<file path="src/rtl/wdog_pkg.sv">
package wdog_pkg;

    typedef enum logic [1:0] {
        ST_HOLD = 2'd0,
        ST_RUN  = 2'd1,
        ST_FIRE = 2'd2
    } wd_state_e;

endpackage

</file>
<file path="src/rtl/wdog_edge_sync.sv">
module wdog_edge_sync #(
    parameter int SYNC_STAGES = 2
) (
    input  logic clk,
    input  logic rst_n,
    input  logic async_i,
    output logic edge_o
);

    logic [SYNC_STAGES-1:0] sync_q;
    logic                   prev_q;

    generate
        for (genvar g = 0; g < SYNC_STAGES; g++) begin : g_stage
            if (g == 0) begin : g_first
                always_ff @(posedge clk or negedge rst_n) begin
                    if (!rst_n) sync_q[g] <= 1'b0;
                    else        sync_q[g] <= async_i;
                end
            end else begin : g_next
                always_ff @(posedge clk or negedge rst_n) begin
                    if (!rst_n) sync_q[g] <= 1'b0;
                    else        sync_q[g] <= sync_q[g-1];
                end
            end
        end
    endgenerate

    always_ff @(posedge clk or negedge rst_n) begin
        if (!rst_n) prev_q <= 1'b0;
        else        prev_q <= sync_q[SYNC_STAGES-1];
    end

    assign edge_o = sync_q[SYNC_STAGES-1] ^ prev_q;


    edge_from_change_chk: assert property (@(posedge clk) disable iff (!rst_n)
        edge_o |=> $stable(prev_q) == 1'b0);

endmodule

</file>
<file path="src/rtl/wdog_tick_counter.sv">
module wdog_tick_counter #(
    parameter int TIMEOUT_TICKS = 1600,
    parameter int CW            = 11
) (
    input  logic          clk,
    input  logic          rst_n,
    input  logic          clr_i,
    input  logic          inc_i,
    output logic [CW-1:0] cnt_o,
    output logic          term_o
);

    localparam logic [CW-1:0] LAST = CW'(TIMEOUT_TICKS - 1);

    logic [CW-1:0] cnt_q;

    always_ff @(posedge clk or negedge rst_n) begin
        if (!rst_n)     cnt_q <= '0;
        else if (clr_i) cnt_q <= '0;
        else if (inc_i) cnt_q <= cnt_q + 1'b1;
    end

    assign cnt_o  = cnt_q;
    assign term_o = (cnt_q == LAST);


    no_overflow_chk: assert property (@(posedge clk) disable iff (!rst_n)
        cnt_q <= LAST);

endmodule

</file>
<file path="src/rtl/wdog_fsm.sv">
module wdog_fsm
    import wdog_pkg::*;
(
    input  logic      clk,
    input  logic      rst_n,
    input  logic      hold_i,
    input  logic      edge_i,
    input  logic      tick_i,
    input  logic      term_i,
    output logic      cnt_clr_o,
    output logic      cnt_inc_o,
    output logic      fire_o,
    output wd_state_e state_o
);

    wd_state_e state_q, state_d;

    always_comb begin
        state_d = state_q;
        unique case (state_q)
            ST_HOLD: state_d = hold_i ? ST_HOLD : ST_RUN;
            ST_RUN: begin
                if (hold_i)                state_d = ST_HOLD;
                else if (edge_i)           state_d = ST_RUN;
                else if (tick_i && term_i) state_d = ST_FIRE;
                else                       state_d = ST_RUN;
            end
            ST_FIRE: state_d = hold_i ? ST_HOLD : ST_RUN;
            default: state_d = ST_HOLD;
        endcase
    end

    always_ff @(posedge clk or negedge rst_n) begin
        if (!rst_n) state_q <= ST_HOLD;
        else        state_q <= state_d;
    end

    always_comb begin
        cnt_clr_o = 1'b1;
        cnt_inc_o = 1'b0;
        fire_o    = 1'b0;
        unique case (state_q)
            ST_HOLD: begin
                cnt_clr_o = 1'b1;
            end
            ST_RUN: begin
                cnt_clr_o = hold_i || edge_i || (tick_i && term_i);
                cnt_inc_o = !hold_i && !edge_i && tick_i && !term_i;
            end
            ST_FIRE: begin
                fire_o    = 1'b1;
                cnt_clr_o = 1'b1;
            end
            default: cnt_clr_o = 1'b1;
        endcase
    end

    assign state_o = state_q;


    fire_single_chk: assert property (@(posedge clk) disable iff (!rst_n)
        fire_o |=> !fire_o);


    edge_beats_term_chk: assert property (@(posedge clk) disable iff (!rst_n)
        (state_q == ST_RUN && edge_i) |=> state_q != ST_FIRE);

endmodule

</file>
<file path="src/rtl/svc_watchdog.sv">
module svc_watchdog
    import wdog_pkg::*;
#(
    parameter int TIMEOUT_TICKS = 1600,
    parameter int SYNC_STAGES   = 2
) (
    input  logic clk,
    input  logic rst_n,
    input  logic tick_i,
    input  logic svc_i,
    input  logic wd_en_i,
    input  logic sysrst_i,
    output logic timeout_o
);

    localparam int CW = (TIMEOUT_TICKS > 2) ? $clog2(TIMEOUT_TICKS) : 1;

    logic          svc_edge;
    logic          hold;
    logic          cnt_clr;
    logic          cnt_inc;
    logic          term;
    logic [CW-1:0] cnt;
    wd_state_e     state;

    assign hold = sysrst_i || !wd_en_i;

    wdog_edge_sync #(
        .SYNC_STAGES(SYNC_STAGES)
    ) u_sync (
        .clk    (clk),
        .rst_n  (rst_n),
        .async_i(svc_i),
        .edge_o (svc_edge)
    );

    wdog_tick_counter #(
        .TIMEOUT_TICKS(TIMEOUT_TICKS),
        .CW           (CW)
    ) u_cnt (
        .clk   (clk),
        .rst_n (rst_n),
        .clr_i (cnt_clr),
        .inc_i (cnt_inc),
        .cnt_o (cnt),
        .term_o(term)
    );

    wdog_fsm u_fsm (
        .clk      (clk),
        .rst_n    (rst_n),
        .hold_i   (hold),
        .edge_i   (svc_edge),
        .tick_i   (tick_i),
        .term_i   (term),
        .cnt_clr_o(cnt_clr),
        .cnt_inc_o(cnt_inc),
        .fire_o   (timeout_o),
        .state_o  (state)
    );


    sysrst_quiet_chk: assert property (@(posedge clk) disable iff (!rst_n)
        sysrst_i |=> (!timeout_o && cnt == '0));


    disabled_quiet_chk: assert property (@(posedge clk) disable iff (!rst_n)
        !wd_en_i |=> (!timeout_o && cnt == '0));


    no_tick_stable_chk: assert property (@(posedge clk) disable iff (!rst_n)
        (state == ST_RUN && !tick_i && !svc_edge && !hold) |=> $stable(cnt));


    reset_state_chk: assert property (@(posedge clk)
        !rst_n |-> (!timeout_o && state == ST_HOLD));

endmodule

</file>
<file path="config.mk">
export PLATFORM = sky130hd
export DESIGN_NAME = svc_watchdog
export DESIGN_NICKNAME = d
export VERILOG_FILES = /design/src/rtl/wdog_pkg.sv /design/src/rtl/wdog_edge_sync.sv /design/src/rtl/wdog_tick_counter.sv /design/src/rtl/wdog_fsm.sv /design/src/rtl/svc_watchdog.sv
export SDC_FILE = /design/constraint.sdc
export NUM_CORES = 1
export LEC_CHECK = 0
export BUFFER_PORTS_ARGS = -buffer_cell sky130_fd_sc_hd__buf_2
export CORE_MARGIN = 2
export CORE_UTILIZATION = 56
export DETAILED_ROUTE_END_ITERATION = 7
export PLACE_DENSITY_LB_ADDON = 0.12
export SYNTH_ARGS = -nofsm -noshare
export SYNTH_HDL_FRONTEND = slang
export SYNTH_SLANG_ARGS = --single-unit
</file>
<file path="constraint.sdc">
create_clock -name clk -period 3.38 [get_ports clk]
set_clock_uncertainty 0.1 [all_clocks]
set_input_delay 0.507 -clock clk [delete_from_list [all_inputs] [get_ports clk]]
set_output_delay 0.507 -clock clk [all_outputs]
set_load 0.02 [all_outputs]
</file>
# Yosys cells after proc, flatten, opt, wreduce, memory -nomap -nowiden
# Cells that the tools add are included.
[classes] addsub=1 n_eq_ne=3 reduce_logical=14 bitwise=1 muxes=10
[ops] op="11-bit 2-to-1 mux" n=2
[ops] op="11-bit by 1-bit adder with 11-bit output, second input constant" n=1
[ops] op="11-bit equality test, second input constant" n=1
[ops] op="2-bit 2-to-1 mux" n=3
[ops] op="1-bit logical AND" n=4
[ops] op="1-bit zero test" n=4
[ops] op="1-bit 2-to-1 mux" n=4
[ops] op="2-bit one-hot mux with 2 select lines" n=1
[ops] op="1-bit logical OR" n=3
[ops] op="2-bit by 1-bit equality test with 1-bit output, second input constant" n=1
[ops] op="2-bit equality test, second input constant" n=1
[ops] op="2-bit zero test" n=1
[ops] op="2-bit nonzero test" n=1
[ops] op="2-bit OR reduction" n=1
[ops] op="1-bit bitwise XOR" n=1
[totals] in_bits=6 out_inout_bits=1 elab_cells=34 regBits=16

# Logic depth before layout (Yosys ltp)
[logic_depth] ltp_word=9 depth_mapped=6 depth_no_buf=5

# Hierarchy
# From an unflattened synthesis, not the netlist that was laid out.
[hier_totals] hier_cells=73 hier_area_um2=765.7
[modules_own_cells] module="wdog_tick_counter" cells_each=57 area_each_um2=561.8 seq_area_each_um2=275.3 instances=1
[modules_own_cells] module="wdog_fsm" cells_each=11 area_each_um2=113.9 seq_area_each_um2=50.0 instances=1
[modules_own_cells] module="wdog_edge_sync" cells_each=4 area_each_um2=83.8 seq_area_each_um2=75.1 instances=1
[modules_own_cells] module="svc_watchdog" cells_each=1 area_each_um2=6.3 seq_area_each_um2=0.0 instances=1

# Worst setup path before layout
# Ideal clock, no wire load.
[synth_timing] kind="register -> register" start="register u_cnt.cnt_q[0] (netlist: u_cnt.cnt_o[0])" end="register u_cnt.cnt_q[6] (netlist: u_cnt.cnt_o[6])" t_arrival_ps=1746 stages_incl_launch_ff=7 slack_ps=1456 setup_ps=77 required_time_ps=3203 cell_sequence="dfrtp_1 > ha_1 > and3_1 > and4bb_2 > buf_6 > or4_1 > a21oi_1"
[synth_between] elab_chain_len=5 word_cells_on_any_way=11
[synth_lines] element="start, declared" line="wdog_tick_counter.sv:15" rtl="logic [CW-1:0] cnt_q;"
[synth_lines] element="start signal, assigned" line="wdog_tick_counter.sv:20" rtl="else if (inc_i) cnt_q <= cnt_q + 1'b1;"
[synth_lines] element="branches (longest 5 deep; another with 11-bit by 1-bit adder with 11-bit output)"
# Parallel ways; which one is timed is not known. The select of a mux whose other input is x is not followed.
# A chain may end at the register's enable or synchronous reset.

# Final worst setup path
[layout_timing] start="register u_cnt.cnt_q[0] (netlist: u_cnt.cnt_o[0])" end="register u_cnt.cnt_q[0] (netlist: u_cnt.cnt_o[0])"
# Same word-level chain as after synthesis.

==> results.py <==
metrics = {
    "outcome": {
        "outcome": "finished clean",
    },
    "clocking": {
        "cts-buffers-inserted": 3,
        "cts_root_buffer": "clkbuf_4",
        "clock-sinks": 16,
        "worst_skew_pair.late_latency_ns": 0.29,
        "post-cts-setup-buffers": 0,
        "path_clk_slew_ns": 0.09,
        "clock_path_buffers": 2,
        "hold_buffers": 0,
        "cts-resized-gates": 0,
        "htreeDepth": 1,
        "cts_tree": "yes",
    },
    "floorplan": {
        "placementRows": 13,
        "die_area_um2": 1795,
        "initial_core_util_pct": 61.82,
        "pin_count": 7,
        "fp.dieH_um": 42.37,
        "fp.coreArea_um2": 1334,
        "die_w_um": 42.37,
    },
    "final_layout": {
        "fillers": 110,
        "drive_gt1_share_pct": 22.62,
        "syn_to_final_growth_pct": 8.953,
        "diodes": 0,
        "layout.nets": 92,
    },
    "critical_path": {
        "max_stage_delay_ns": 0.44,
        "critPathLaunchType": "register",
        "required_ns": 3.51,
        "critPathCaptureType": "register",
        "path_delay_family": "simple AND/OR/NAND/NOR gates",
        "cp_slowest_cell": "nor4b_1",
        "crit_type": "register to register",
        "crit_fanout": 8,
        "cp_cell_sequence": "ha_1, and3_1, and4bb_2, nor4b_1, mux2_2",
        "cp_num_buf_inv": 0,
        "crit_arrival_ns": 2.14,
    },
    "timing": {
        "fmax_ghz": 0.4974,
        "setup_viol_count_final": 0,
        "finalSetupTns_ns": 0,
        "min_period_ns": 2.010,
        "finalHoldViolCount": 0,
        "whs_ns": 0.009641,
        "finalCritPeriodShare_pct": 59.48,
        "worst_pin_slew_ns": 0.4905,
        "rsz0062_at_grt": "false",
        "final_max_slew_viol_count": 0,
        "maxSlewHeadroom_pct": 67.05,
        "fin_ws_ns": 1.370,
    },
    "global_route": {
        "grt_max_degree": 17,
        "grt_pass1_vias": 534,
        "antenna_found_initial": 0,
        "grt_first_pass_wirelength_mm": 2.525,
        "grt_usage_pct": 18.68,
        "overflow": 0,
    },
    "route": {
        "wl_per_cell_um": 14.77,
        "drt-vias-per-instance": 6.263,
        "drt_iter0_drc": 19,
        "vias": 620,
        "drc": 0,
        "drtAntennaViolNets": 0,
        "wirelength_mm": 1.462,
        "drt_pass1_iterations": 4,
    },
    "placement": {
        "dp_slack_ns": 1.334,
        "gp_congestion": 0.8051,
        "post-dp-hpwl_mm": 1.110,
        "numPortBuffers": 6,
    },
    "yosys": {
        "synthDominantCellAreaShare_pct": 48.56,
        "syn_nets": 82,
        "synthTopCellsByCount": "dfrtp_1, a21oi_1",
        "synthArstFlopShare_pct": 100.0,
        "syn_area_per_cell_um2": 10.99,
        "postSynthCellCount": 75,
        "synth_cell_type_count": 35,
        "syn_area_um2": 824.5,
        "synth.most_common_cell": "dfrtp_1",
        "yosys_most_used_dff": "dfrtp_1",
        "synth_seq_cells": 16,
        "seq_area_frac_synth_pct": 48.56,
        "yosys.area.top_type": "dfrtp_1",
        "synth_area_leaders": "dfrtp_1, a21oi_1, a311oi_1",
        "ys_warn_count": 0,
        "synth-edff-count": 0,
    },
    "power": {
        "p_sw_mw": 0.07243,
        "cellLeakagePower_nw": 0.3632,
        "clock_power_share_pct": 36.9,
        "intPower_mw": 0.2652,
        "seq_power_share_pct": 58.0,
        "vdd_ir_drop_max_v": 0.0002401,
        "powerDensity_nw_per_um2": 375.8,
        "power_mw": 0.3376,
        "p_comb_share_pct": 5.0,
        "switching_share_pct": 21.45,
    },
    "run": {
        "maxCapViolCount": 0,
    },
    "hold_path": {
        "hold_path.class": "input pin to async pin",
    },
}
[placed cells by master, fill, tap and decap left out, types with 2 or more instances in the layout]
master    Yosys  routed
dfrtp_1      16      16
a31o_2        2       2
xnor2_1       2       2
a311oi_1      2       2
and4_1        2       2
nand2_1       2       2
inv_1         3       3
nor3_1        3       3
nor4b_1       2       2
nand4b_1      2       2
or3_2         2       2
a21oi_1       8       8
buf_2         0       6
or4_1         2       2
nand3_1       2       2
clkbuf_4      0       3
o21ai_0       3       3
nor2_1        3       3
[logic make-up (layout without fill, tap and decap cells)]
group           Yosys count  in the layout  share of synthesized area, %
compound gates           19             19                         15.78
mux                       1              1                         1.366
fa+ha+maj                 1              1                         1.517
flops                    16             16                         48.56
simple gates             31             31                         26.86
xor+xnor                  3              3                         3.187
buf+inv                   4             13                         2.731
[power groups by stage]
stage	Sequential, mW	Combinational [mW]	Clock, mW
2_1_floorplan	0.199	0.00747	0
6_report	0.196	0.0170	0.125
3_3_place_gp	0.200	0.0171	0
5_1_grt	0.197	0.0196	0.138
4_1_cts	0.196	0.0173	0.128
3_5_place_dp	0.200	0.0172	0
[through the flow]
step,area (um2),instances,utilization (%)
floorplan,824.5,75,-
global placement,862.1,95,64.63
detailed placement,862.1,95,64.63
CTS,898.4,99,67.35
global route,898.4,99,67.35
finish,898.4,99,67.35
[state kept, by name (all words and copies together), names as in the netlist]
signal         cells
u_fsm.state_o      2
u_cnt.cnt_o       11
u_sync.sync_q      2
u_sync.prev_q      1
[final timing paths]
path | start | endpoint | slack (ns) | cells after the start
min in group clk | svc_i | u_sync.sync_q[0]$_DFF_PN0_ | 0.22 | 1
setup / recovery | u_cnt.cnt_o[0]$_DFFE_PN0P_ | u_cnt.cnt_o[0]$_DFFE_PN0P_ | 1.37 | 5
hold / removal | rst_n | u_cnt.cnt_o[10]$_DFFE_PN0P_ | 0.01 | 1
setup reg to reg | u_cnt.cnt_o[0]$_DFFE_PN0P_ | u_cnt.cnt_o[0]$_DFFE_PN0P_ | 1.37 | 5
max in group asynchronous | rst_n | u_cnt.cnt_o[2]$_DFFE_PN0P_ | 2.92 | 1
hold reg to reg | u_sync.sync_q[0]$_DFF_PN0_ | u_sync.sync_q[1]$_DFF_PN0_ | 0.26 | 0
[routing by layer]
| metal | part of all wire [%] | routed length [um] | global-route usage (%) | up-vias |
|---|---|---|---|---|
| li1 | - | - | - | 313 |
| met1 | 52 | 757 | 29.92 | 289 |
| met2 | 42 | 608 | 24.00 | 16 |
| met3 | 5.5 | 81 | 5.172 | 2 |
| met4 | 0.96 | 14 | 5.625 | 0 |
| met5 | 0 | 0 | 0 | - |
[layout make-up]
cell class                      count  area [um2]  area share, %
Inverter                            3       11.26          1.253
Sequential cell                    16       400.4          44.57
Tap cell                           15       18.77          2.089
Multi-Input combinational cell     55       401.6          44.71
Timing Repair Buffer                6       30.03          3.343
Clock buffer                        4       36.28          4.039
No activity file was read; power rests on OpenSTA's default activity.
